==> src/rtl/dac_chain_pkg.sv <==
package dac_chain_pkg;
  localparam int WORD_W = 32;
  localparam int PAD_W  = 8;
  localparam int CMD_W  = 4;
  localparam int ADDR_W = 4;
  localparam int DATA_W = 16;
  localparam logic [CMD_W-1:0]  IDLE_CMD  = 4'hF;
  localparam logic [ADDR_W-1:0] IDLE_ADDR = 4'hF;

  typedef enum logic [2:0] {
    ST_IDLE,
    ST_LEAD,
    ST_HIGH,
    ST_LOW,
    ST_TAIL,
    ST_RECOV
  } seq_state_t;
endpackage

==> src/rtl/dac_rst_sync.sv <==
module dac_rst_sync (
  input  logic clk,
  input  logic rst_n,
  output logic rst_sn
);
  logic [1:0] sync_q;

  always_ff @(posedge clk or negedge rst_n) begin
    if (!rst_n) sync_q <= 2'b00;
    else        sync_q <= {sync_q[0], 1'b1};
  end

  assign rst_sn = sync_q[1];
endmodule

==> src/rtl/dac_frame_build.sv <==
module dac_frame_build
  import dac_chain_pkg::*;
#(
  parameter int NUM_DEV = 3
) (
  input  logic [NUM_DEV-1:0]        dev_idle,
  input  logic [NUM_DEV*CMD_W-1:0]  dev_cmd,
  input  logic [NUM_DEV*ADDR_W-1:0] dev_addr,
  input  logic [NUM_DEV*DATA_W-1:0] dev_data,
  output logic [NUM_DEV*WORD_W-1:0] frame
);
  // Device 0 sits in the low word; the top word is shifted out first,
  // so the farthest device's word leads the frame.
  for (genvar g = 0; g < NUM_DEV; g++) begin : g_word
    always_comb begin
      if (dev_idle[g]) begin
        frame[g*WORD_W +: WORD_W] = {{PAD_W{1'b0}}, IDLE_CMD, IDLE_ADDR, {DATA_W{1'b0}}};
      end else begin
        frame[g*WORD_W +: WORD_W] = {{PAD_W{1'b0}},
                                     dev_cmd[g*CMD_W +: CMD_W],
                                     dev_addr[g*ADDR_W +: ADDR_W],
                                     dev_data[g*DATA_W +: DATA_W]};
      end
    end
  end
endmodule

==> src/rtl/dac_phase_timer.sv <==
module dac_phase_timer #(
  parameter int HALF_CYC = 2
) (
  input  logic clk,
  input  logic rst_sn,
  input  logic run,
  output logic tick
);
  localparam int CNT_W = (HALF_CYC > 1) ? $clog2(HALF_CYC) : 1;
  localparam logic [CNT_W-1:0] LAST = CNT_W'(HALF_CYC - 1);

  logic [CNT_W-1:0] cnt_q, cnt_d;

  assign tick = run && (cnt_q == LAST);

  always_comb begin
    if (!run || tick) cnt_d = '0;
    else              cnt_d = cnt_q + CNT_W'(1);
  end

  always_ff @(posedge clk or negedge rst_sn) begin
    if (!rst_sn) cnt_q <= '0;
    else         cnt_q <= cnt_d;
  end
endmodule

==> src/rtl/dac_bit_shifter.sv <==
module dac_bit_shifter #(
  parameter int TOTAL = 96
) (
  input  logic             clk,
  input  logic             rst_sn,
  input  logic             load,
  input  logic             shift,
  input  logic [TOTAL-1:0] frame,
  output logic             bit_out,
  output logic             last_bit
);
  localparam int BW = $clog2(TOTAL);

  logic [TOTAL-1:0] sh_q, sh_d;
  logic [BW-1:0]    left_q, left_d;

  always_comb begin
    sh_d   = sh_q;
    left_d = left_q;
    if (load) begin
      sh_d   = frame;
      left_d = BW'(TOTAL - 1);
    end else if (shift) begin
      sh_d   = {sh_q[TOTAL-2:0], 1'b0};
      left_d = left_q - BW'(1);
    end
  end

  always_ff @(posedge clk or negedge rst_sn) begin
    if (!rst_sn) begin
      sh_q   <= '0;
      left_q <= '0;
    end else if (load || shift) begin
      sh_q   <= sh_d;
      left_q <= left_d;
    end
  end

  assign bit_out  = sh_q[TOTAL-1];
  assign last_bit = (left_q == '0);
endmodule

==> src/rtl/dac_chain_seq.sv <==
module dac_chain_seq
  import dac_chain_pkg::*;
#(
  parameter int NUM_DEV  = 3,
  parameter int HALF_CYC = 2
) (
  input  logic                      clk,
  input  logic                      rst_n,
  input  logic                      req_valid,
  output logic                      req_ready,
  input  logic [NUM_DEV-1:0]        req_idle,
  input  logic [NUM_DEV*CMD_W-1:0]  req_cmd,
  input  logic [NUM_DEV*ADDR_W-1:0] req_addr,
  input  logic [NUM_DEV*DATA_W-1:0] req_data,
  output logic                      busy,
  output logic                      done,
  output logic                      ser_clk,
  output logic                      ser_dout,
  output logic                      ser_load_n
);
  localparam int TOTAL = NUM_DEV * WORD_W;
  localparam int RW    = $clog2(TOTAL + 1);
  localparam int HW    = $clog2(HALF_CYC + 2);

  logic       rst_sn;
  seq_state_t state_q, state_d;
  logic       tick, load, shift, last_bit;
  logic       sck_q, load_n_q, done_q;
  logic [TOTAL-1:0] frame;

  dac_rst_sync u_rst (.clk(clk), .rst_n(rst_n), .rst_sn(rst_sn));

  dac_frame_build #(.NUM_DEV(NUM_DEV)) u_build (
    .dev_idle(req_idle), .dev_cmd(req_cmd), .dev_addr(req_addr),
    .dev_data(req_data), .frame(frame)
  );

  dac_phase_timer #(.HALF_CYC(HALF_CYC)) u_timer (
    .clk(clk), .rst_sn(rst_sn), .run(state_q != ST_IDLE), .tick(tick)
  );

  dac_bit_shifter #(.TOTAL(TOTAL)) u_shift (
    .clk(clk), .rst_sn(rst_sn), .load(load), .shift(shift), .frame(frame),
    .bit_out(ser_dout), .last_bit(last_bit)
  );

  always_comb begin
    state_d = state_q;
    load    = 1'b0;
    shift   = 1'b0;
    case (state_q)
      ST_IDLE:  if (req_valid) begin state_d = ST_LEAD; load = 1'b1; end
      ST_LEAD:  if (tick) state_d = ST_HIGH;
      ST_HIGH:  if (tick) begin
                  if (last_bit) state_d = ST_TAIL;
                  else begin state_d = ST_LOW; shift = 1'b1; end
                end
      ST_LOW:   if (tick) state_d = ST_HIGH;
      ST_TAIL:  if (tick) state_d = ST_RECOV;
      ST_RECOV: if (tick) state_d = ST_IDLE;
      default:  state_d = ST_IDLE;
    endcase
  end

  always_ff @(posedge clk or negedge rst_sn) begin
    if (!rst_sn) begin
      state_q  <= ST_IDLE;
      sck_q    <= 1'b0;
      load_n_q <= 1'b1;
      done_q   <= 1'b0;
    end else begin
      state_q  <= state_d;
      sck_q    <= (state_d == ST_HIGH);
      load_n_q <= (state_d == ST_IDLE) || (state_d == ST_RECOV);
      done_q   <= (state_q == ST_TAIL) && tick;
    end
  end

  assign ser_clk    = sck_q;
  assign ser_load_n = load_n_q;
  assign done       = done_q;
  assign busy       = (state_q != ST_IDLE);
  assign req_ready  = (state_q == ST_IDLE);

  // Observation counters for the edge-count and load-high-time checks.
  logic          sck_prev_q;
  logic [RW-1:0] rise_cnt_q;
  logic [HW-1:0] hi_cnt_q;

  always_ff @(posedge clk or negedge rst_sn) begin
    if (!rst_sn) begin
      sck_prev_q <= 1'b0;
      rise_cnt_q <= '0;
      hi_cnt_q   <= HW'(HALF_CYC);
    end else begin
      sck_prev_q <= ser_clk;
      if (ser_load_n)                  rise_cnt_q <= '0;
      else if (ser_clk && !sck_prev_q) rise_cnt_q <= rise_cnt_q + RW'(1);
      if (!ser_load_n)                 hi_cnt_q <= '0;
      else if (hi_cnt_q < HW'(HALF_CYC)) hi_cnt_q <= hi_cnt_q + HW'(1);
    end
  end

  p_edge_count_r4: assert property (@(posedge clk) disable iff (!rst_sn)
    $rose(ser_load_n) |-> (rise_cnt_q == RW'(TOTAL)));

  p_clk_quiet_r5: assert property (@(posedge clk) disable iff (!rst_sn)
    ser_clk |-> !ser_load_n);

  p_dout_steady_r6: assert property (@(posedge clk) disable iff (!rst_sn)
    ser_clk |-> $stable(ser_dout));

  p_load_high_r7: assert property (@(posedge clk) disable iff (!rst_sn)
    $fell(ser_load_n) |-> (hi_cnt_q >= HW'(HALF_CYC)));

  p_done_at_load_r9: assert property (@(posedge clk) disable iff (!rst_sn)
    done |-> $rose(ser_load_n));
endmodule

==> config.mk <==
export PLATFORM = sky130hd
export DESIGN_NAME = dac_chain_seq
export DESIGN_NICKNAME = d
export VERILOG_FILES = /design/src/rtl/dac_chain_pkg.sv /design/src/rtl/dac_rst_sync.sv /design/src/rtl/dac_frame_build.sv /design/src/rtl/dac_phase_timer.sv /design/src/rtl/dac_bit_shifter.sv /design/src/rtl/dac_chain_seq.sv
export SDC_FILE = /design/constraint.sdc
export NUM_CORES = 1
export LEC_CHECK = 0
export ABC_AREA = 1
export BUFFER_PORTS_ARGS = -buffer_cell sky130_fd_sc_hd__buf_2
export CAP_MARGIN = 20
export CORE_MARGIN = 2
export CORE_UTILIZATION = 35
export DETAILED_ROUTE_END_ITERATION = 10
export GPL_TIMING_DRIVEN = 1
export MAX_ROUTING_LAYER = met4
export PLACE_DENSITY = 0.64
export SYNTH_ARGS = -nofsm -noshare
export SYNTH_HDL_FRONTEND = slang
export SYNTH_SLANG_ARGS = --single-unit
==> constraint.sdc <==
create_clock -name clk -period 4.5 [get_ports clk]
set_input_delay 0.675 -clock clk [delete_from_list [all_inputs] [get_ports clk]]
set_output_delay 0.675 -clock clk [all_outputs]
set_load 0.02 [all_outputs]
### Yosys cells after proc, flatten, opt, wreduce, memory -nomap -nowiden

Cells that the tools add are included.
W data, S select, Z words.

| word-level totals | value |
|---|---|
| flip-flop bits (word level) | 112 |
| logic and storage cells | 50 |

| operators by class | value |
|---|---|
| $add $sub $neg | 2 |
| equality and inequality tests | 7 |
| muxes and demuxes | 20 |
| reduce and logical (&&, ||, !) cells | 13 |

Operators with widths:

| kind | number |
|---|---|
| $mux W96 | 2 |
| $mux W24 | 3 |
| $mux W3 | 6 |
| $pmux W3 S5 | 1 |
| $mux W7 | 2 |
| $eq A3 B2 Y1 const B | 3 |
| $eq A3 B3 Y1 const B | 3 |
| $logic_not A7 Y1 | 1 |
| $sub A7 B1 Y7 const B | 1 |
| $logic_not A3 Y1 | 2 |
| $mux W1 | 6 |
| $eq A3 B1 Y1 const B | 1 |
| $logic_or A1 B1 Y1 | 3 |
| $reduce_bool A3 Y1 | 1 |
| $logic_and A1 B1 Y1 | 2 |
| $reduce_and A2 Y1 | 1 |
| $reduce_bool A2 Y1 | 1 |
| $reduce_or A2 Y1 | 1 |
| $add A1 B1 Y1 const B | 1 |
| $logic_not A1 Y1 | 1 |

### Depth between registers and ports, before layout

Gate-level depths: netlist of run 1.

| depth | value |
|---|---|
| depth in word-level cells | 6 |
| gate-level depth with buffers | 10 |
| gate-level depth less buffers | 10 |

### Hierarchy

From an unflattened synthesis of run 1, not the netlist that was laid out.

| second synthesis, totals | value |
|---|---|
| cell total of the unflattened synthesis | 692 |
| area total of the unflattened synthesis | 6419.9 µm² |

By module, submodules not included:

| module | instances | cells an instance | area an instance (µm²) | seq. area each (µm²) |
|---|---|---|---|---|
| dac_bit_shifter | 1 | 461 | 5161.2 | 2577.5 |
| dac_frame_build | 1 | 178 | 814.5 | 0.0 |
| dac_chain_seq | 1 | 45 | 347.8 | 151.4 |
| dac_rst_sync | 1 | 3 | 53.8 | 50.0 |
| dac_phase_timer | 1 | 5 | 42.5 | 25.0 |

### Least setup slack after synthesis of run 1

No wires, ideal clock.

| path | value |
|---|---|
| path type | flip-flop to flip-flop |
| start | register u_shift.left_q[0] |
| end | register u_shift.sh_q[4] |
| arrival time | 1.395 ns |
| required time | 4.413 ns |
| setup slack | 3.018 ns |
| stages on the path, launching flop included | 10 |
| path buffers | 1 |
| clock period less this slack | 1.482 ns |
| cells stage by stage | dfrtp_1 > inv_1 > ha_1 > inv_1 > nor2_1 > nand3_1 > nand2_4 > buf_1 > nand2_1 > o211ai_1 |

| between the ends | value |
|---|---|
| cells in the longest elaborated chain, start to end | 6 |
| elaborated cells on any way between the ends | 7 |
| those cells by class | mux (3); reduce/logical (4) |

RTL lines:

| element | line | RTL |
|---|---|---|
| start, declared | dac_bit_shifter.sv:15 | `logic [BW-1:0] left_q, left_d;` |
| start signal, assigned | dac_bit_shifter.sv:35 | `left_q <= left_d;` |
| $logic_not A7 Y1 * | dac_bit_shifter.sv:40 | `assign last_bit = (left_q == '0);` |
| $mux W1 * | dac_chain_seq.sv:55 | `if (last_bit) state_d = ST_TAIL;` |
| $mux W1 * | dac_chain_seq.sv:54 | `ST_HIGH: if (tick) begin` |
| $mux W1 * | dac_chain_seq.sv:51 | `case (state_q)` |
| $reduce_bool A2 Y1 (no line) or $logic_or A1 B1 Y1 (tied branches) | -- |  |
| $reduce_and A2 Y1 (no line) * | -- |  |
| end signal, assigned | dac_bit_shifter.sv:31 | `sh_q <= '0;` |
| end signal, assigned | dac_bit_shifter.sv:34 | `sh_q <= sh_d;` |
| end, declared | dac_bit_shifter.sv:14 | `logic [TOTAL-1:0] sh_q, sh_d;` |

Every way passes the cells marked *; elsewhere a longest branch is shown, timed or not.
A chain may end at the register's enable or synchronous reset.

### Worst setup path in the final report of run 1

| path | value |
|---|---|
| start | register u_shift.left_q[0] |
| end | register sck_q, in the netlist ser_clk |

| between the ends | value |
|---|---|
| cells in the longest elaborated chain, start to end | 5 |

RTL lines:

| element | line | RTL |
|---|---|---|
| $logic_not A7 Y1 | dac_bit_shifter.sv:40 |  |
| $mux W3 | dac_chain_seq.sv:55 |  |
| $mux W3 | dac_chain_seq.sv:54 |  |
| $pmux W3 S5 | dac_chain_seq.sv:51 |  |
| named net state_d[0] | dac_chain_seq.sv:26 | `seq_state_t state_q, state_d;` |
| $eq A3 B2 Y1 | dac_chain_seq.sv:73 | `sck_q <= (state_d == ST_HIGH);` |
| end signal, assigned | dac_chain_seq.sv:73 |  |
| end, declared | dac_chain_seq.sv:28 | `logic sck_q, load_n_q, done_q;` |

The timed path passes the listed nets, and every way through them passes these cells.

==> results of run 1 <==
[per-stage QoR]
stage	hold WS [ps]	std cells	utilization (%)
finish	98.6	911	41.5
global route	84.7	911	41.5
CTS	83.4	910	41.3
detailed placement	339	894	39.3
global placement	336	893	39.1
floorplan	331	637	-
[logic make-up after synthesis]
logic type / count (synthesis) / synth area share (%)
other: 1 / 0.0677
xor gates and xnor gates: 1 / 0.158
buffers and inverters: 112 / 9.40
and+or+nand+nor: 258 / 20.8
DFF: 112 / 50.6
adders and majority gates: 2 / 0.452
AOI/OAI and AO/OA: 151 / 18.5
[cells in the mapped netlist (all sizes together)]
library cell and count:
o31ai 7, nand4 2, dfstp 1, o22ai 6
o211ai 44, nand2 176, o21ai 79, ha 2
a21oi 15, clkbuf 4, buf 36, nand3 44
nand3b 1, dfrtp 111, conb 1, xor2 1
nor2 34, and2 1, inv 72
[worst max-delay path by stage]
stage,startpoint,to,slack [ps]
global placement,u_shift.left_q[0],ser_clk,1810
finish,u_shift.left_q[0],ser_clk,1760
floorplan,u_rst.sync_q[1],done,1150
detailed placement,u_shift.left_q[0],ser_clk,1770
global route,u_shift.left_q[0],ser_clk,1380
CTS,u_shift.left_q[0],ser_clk,1750
[registers in the layout (all words and copies together) (netlist names)]
name            cells
u_shift.left_q      7
ser_clk             1
u_timer.cnt_q       1
ser_load_n          1
state_q             3
u_rst.sync_q        2
done                1
u_shift.sh_q       96
[layout make-up]
class	instances	area share, %
multi-input combinational	413	34.9
clock inverter	5	1.28
sequential	112	44.2
clock buffer	11	3.66
timing repair buffer	87	7.52
inverter	72	4.33
tap	211	4.16
[metal layers]
metal  global-route usage (%)  vias to the layer above  share of wire, %
met3                     3.69                        4               4.9
met5                        -                        -                 0
met2                     22.1                       92                46
li1                         -                     2194                 -
met1                     21.1                     1989                48
met4                     3.29                        0              0.55
[power groups by stage]
stage,Combinational [mW],Sequential (mW),Clock (mW)
final,1.53,1.58,0.847
after CTS,1.54,1.60,0.878
after global routing,1.77,1.63,0.913
after global placement,1.48,1.60,0
after floorplan,1.30,1.58,0
after detailed placement,1.53,1.61,0
==> impl_metrics.toml, run 1 <==
[pwr]
pwr-share-seq_pct = 40.0
power_mw = 3.96
netSwitchingPower_mw = 1.51
p_leak_nw = 3.09
p_clk_share_pct = 21.4
switching_share_pct = 38.2
p_comb_share_pct = 38.6
max-vdd-ir-drop_v = 0.000331
p_int_mw = 2.45
p_per_area_mw_per_mm2 = 622

[synth]
synth.area.top_cells = "dfrtp_1 (50%), nand2_1 (10%), o21ai_0 (6.8%)"
yosys_warnings = 0
ys_seq_area_share_pct = 50.6
syn_area_per_cell_um2 = 8.70
ys_types = 32
synth_top_area_share_pct = 50.1
yosys.area.top_type = "dfrtp_1"
yosys_register_bits = 112
synthCells = 637
synth_fp_nets = 717
syn-cell-area_mm2 = 0.00554

[layout]
drive_gt1_share_pct = 24.4
seqCellArea_mm2 = 0.00281
area_growth_pct = 14.7
stdcell_area_mm2 = 0.00635
n_fill_cell = 1551
n_antenna_cell = 0
layout_common_cells = "nand2_1 (154), dfrtp_1 (110), buf_2 (83), o21ai_0 (75), inv_1 (58)"
layout_commonest_cell = "nand2_1"
fin_nets = 775
multi_input_area_mm2 = 0.00221

[critical_path]
path_delay_family = "simple AND/OR/NAND/NOR gates"
worstPathRequired_ps = 4790
r2r-end = "ser_clk"
path_max_fanout = 82
path_cells = "inv_1, ha_1, inv_1, nor2_1, nand3_1, nand2_4, nand2_4, nor2_1, inv_1, nor2_1"
worst_r2r_path_depth = 10
path_depth = 10
critical_path_class = "register to register"
path_buf_inv = 3
r2r_start = "u_shift.left_q[0]"
slowest_delay_ps = 690
r2r_setup_slack_ps = 1760
start_kind = "register"
crit_slowest_cell = "nand2_4"
cp-end-kind = "register"
critPathArrivalTime_ps = 3030

[clock_tree]
cts-resized-gates = 0
cts_setup_buffers = 0
htree_levels = 3
cts_tree = "built"
clock_latency_ps = 350
postCtsHoldBufs = 0
root_buffer = "clkbuf_16"
clockBufferDepth = 2
clk_pin_slew_ps = 70
cts_made_buffers = 9
clock_sinks = 112

[drt]
routed_via_density = 4.70
routed_wl_mm = 11.6
drc = 0
postRouteAntennaNets = 0
drtIter0Drc = 297
wl_per_cell_um = 12.8
routed-via-count = 4279
drtPass1Iterations = 4

[floorplanning]
die_h_um = 130
coreArea_mm2 = 0.0153
die-area_mm2 = 0.0168
start_util_pct = 36.2
io_pins = 84
die_x_um = 130
row_count = 45

[outcome]
outcome = "finished clean"

[global_routing]
grtUsageTotal_pct = 15.0
antenna_found_initial = 0
grt_max_degree = 96
grt_pass1_wl_mm = 19.7
grt_overflow = 0
grt_pass1_vias = 4042

[timing]
finalCritPeriodShare_pct = 60.9
setup_slack_ps = 1760
setup_viol = 0
skew_ps = 10.4
period_needed_ps = 2740
tightestPinTransition_ps = 930
rsz0062_at_grt = "no"
max-slew-margin-rel_pct = 38.0
achievable-frequency_mhz = 365
slew_viol_final = 0
finalSetupTns_ps = 0
final_hold_viol_count = 0

[worst_hold_path]
holdCritPathClass = "input port to asynchronous set/reset pin"

[place]
portBuffers = 83
dpl-instance-area_mm2 = 0.00601
dp_slack_ps = 1770
routabilityCongestion = 0.755
hpwl_mm = 7.24

[flow_run]
max_cap_viol_count = 0
Power figures use the tool's default switching activity.
==> run 2: changes to the inputs <==
==> constraint.sdc (replaced) <==
create_clock -name clk -period 2.6 [get_ports clk]
set_input_delay 0.39 -clock clk [delete_from_list [all_inputs] [get_ports clk]]
set_output_delay 0.39 -clock clk [all_outputs]
set_load 0.02 [all_outputs]
==> run 2 against run 1 <==
  * First-iteration DRC count shrank 7.7%
  * Sequential share of layout area shrank 0.34 points
  * Die area stayed put
  * Highest routed layer unchanged
==> impl_metrics.toml, run 2 (same netlist as run 1, synthesis figures left out) <==
[outcome]
outcome = "finished clean"

[clock_tree]
cts_made_buffers = 9
clock_sinks = 112
postCtsHoldBufs = 1
cts-resized-gates = 0
htree_levels = 3
cts_setup_buffers = 0
clock_latency_ps = 360
root_buffer = "clkbuf_16"
cts_tree = "built"
clockBufferDepth = 2
clk_pin_slew_ps = 80

[critical_path]
cp-end-kind = "register"
critical_path_class = "register to register"
worst_r2r_path_depth = 9
critPathArrivalTime_ps = 2320
start_kind = "register"
r2r_start = "u_shift.left_q[0]"
worstPathRequired_ps = 2870
r2r_setup_slack_ps = 560
r2r-end = "u_shift.sh_q[88]"
path_max_fanout = 55

[worst_hold_path]
holdCritPathClass = "input port to register"
min_from = "req_data[0]"
min_path_cells = 3
worstHoldEndpoint = "u_shift.sh_q[0]"

[layout]
n_fill_cell = 1574
stdcell_area_mm2 = 0.00640
multi_input_area_mm2 = 0.00221
drive_gt1_share_pct = 25.2
fin_nets = 783
layout.cells.non_filler = 918
layout_commonest_cell = "nand2_1"
area_growth_pct = 15.6
n_antenna_cell = 0
seqCellArea_mm2 = 0.00281
top_regs = "u_shift.sh_q: 96 flops, u_shift.left_q: 7 flops, state_q: 3 flops"
regMostFlops = "u_shift.sh_q"
largest_reg_flops = 96
layout_common_cells = "nand2_1 (154), dfrtp_1 (110), buf_2 (83), o21ai_0 (75), inv_1 (58)"

[drt]
postRouteAntennaNets = 0
drtPass1Iterations = 4
drtIter0Drc = 274
routed-via-count = 4252
routed_wl_mm = 11.5
routed_via_density = 4.63
wl_met3_um = 516
wl_met1_mm = 5.59
drc = 0
wl_per_cell_um = 12.5
wl_met2_mm = 5.28
top_layer = "met4"

[place]
routabilityCongestion = 0.766
placed_cells = 902
dpl-instance-area_mm2 = 0.00610
dp_slack_ps = 528
hpwl_mm = 7.57
portBuffers = 83

[timing]
achievable-frequency_mhz = 489
period_needed_ps = 2040
rsz0062_at_grt = "no"
final_hold_viol_count = 0
skew_ps = 12.8
slew_viol_final = 0
tightestPinTransition_ps = 840
setup_viol = 0
finalCritPeriodShare_pct = 78.6
hold_slack_ps = 253
setup_slack_ps = 557
max-slew-margin-rel_pct = 44.0
finalSetupTns_ps = 0

[pwr]
p_leak_nw = 3.12
max-vdd-ir-drop_v = 0.000529
p_per_area_mw_per_mm2 = 1070

[global_routing]
grt_pass1_vias = 4173
grt_pass1_wl_mm = 19.7
antenna_found_initial = 0
grt_overflow = 0
grt_max_degree = 65
grtUsageTotal_pct = 15.0

[flow_run]
max_cap_viol_count = 0

[floorplanning]
row_count = 45
die-area_mm2 = 0.0168
die_x_um = 130
io_pins = 84
coreArea_mm2 = 0.0153
die_h_um = 130
start_util_pct = 36.2
[run 2: changes by cell type in the layout (fill, tap and decap cells not counted), sizes merged]
cell | before | now
buf | 87 | 94
bufinv | 2 | 1
clkbuf | 11 | 10
clkinv | 2 | 1
dlygate4sd3 | 0 | 1
inv | 72 | 74
[run 2: power by group]
group          leakage, nW  total (mW)  internal, mW  switching, mW
combinational         1.57        2.70          1.02           1.69
sequential            1.41        2.75          2.44          0.312
clock                0.141        1.40         0.755          0.646
[run 2: worst max path at each step]
stage | startpoint | to | slack (ps) | cells past startpoint
final | u_shift.left_q[0] | u_shift.sh_q[88] | 560 | 9
after global routing | u_shift.left_q[0] | ser_clk | 350 | 10
after CTS | u_shift.left_q[0] | u_shift.sh_q[88] | 560 | 9
after detailed placement | u_shift.left_q[0] | u_shift.sh_q[88] | 530 | 9
after global placement | u_shift.left_q[0] | u_shift.sh_q[18] | 620 | 10
after floorplan | u_rst.sync_q[1] | done | 730 | 0
[run 2: layer usage]
layer  GRT usage, %  vias to the layer above
met5              -                        -
met2           24.0                       77
met4           3.23                        0
met3           3.98                        8
li1               -                     2204
met1           19.3                     1963
[run 2: critical path: stages, from the launching register on]
cell     delay, ps
dfrtp_1        360
inv_1          150
ha_1           170
inv_1           40
nor2_1          70
nand3_1        140
nand2_4        250
nand2_4        340
buf_4          280
o21ai_0        160
[run 2: stage by stage]
step	utilization, %	power (mW)
after CTS	41.8	6.95
final	41.8	6.85
after floorplan	-	4.99
after detailed placement	39.8	5.53
after global placement	39.8	5.46
after global routing	41.8	7.46
[run 2: layout make-up]
class / count / share of cell area, %
clock buffer: 10 / 3.58
multi-input combinational: 413 / 34.6
timing repair buffer: 95 / 8.52
inverter: 72 / 4.30
sequential: 112 / 43.9
clock inverter: 5 / 1.04
tap: 211 / 4.12
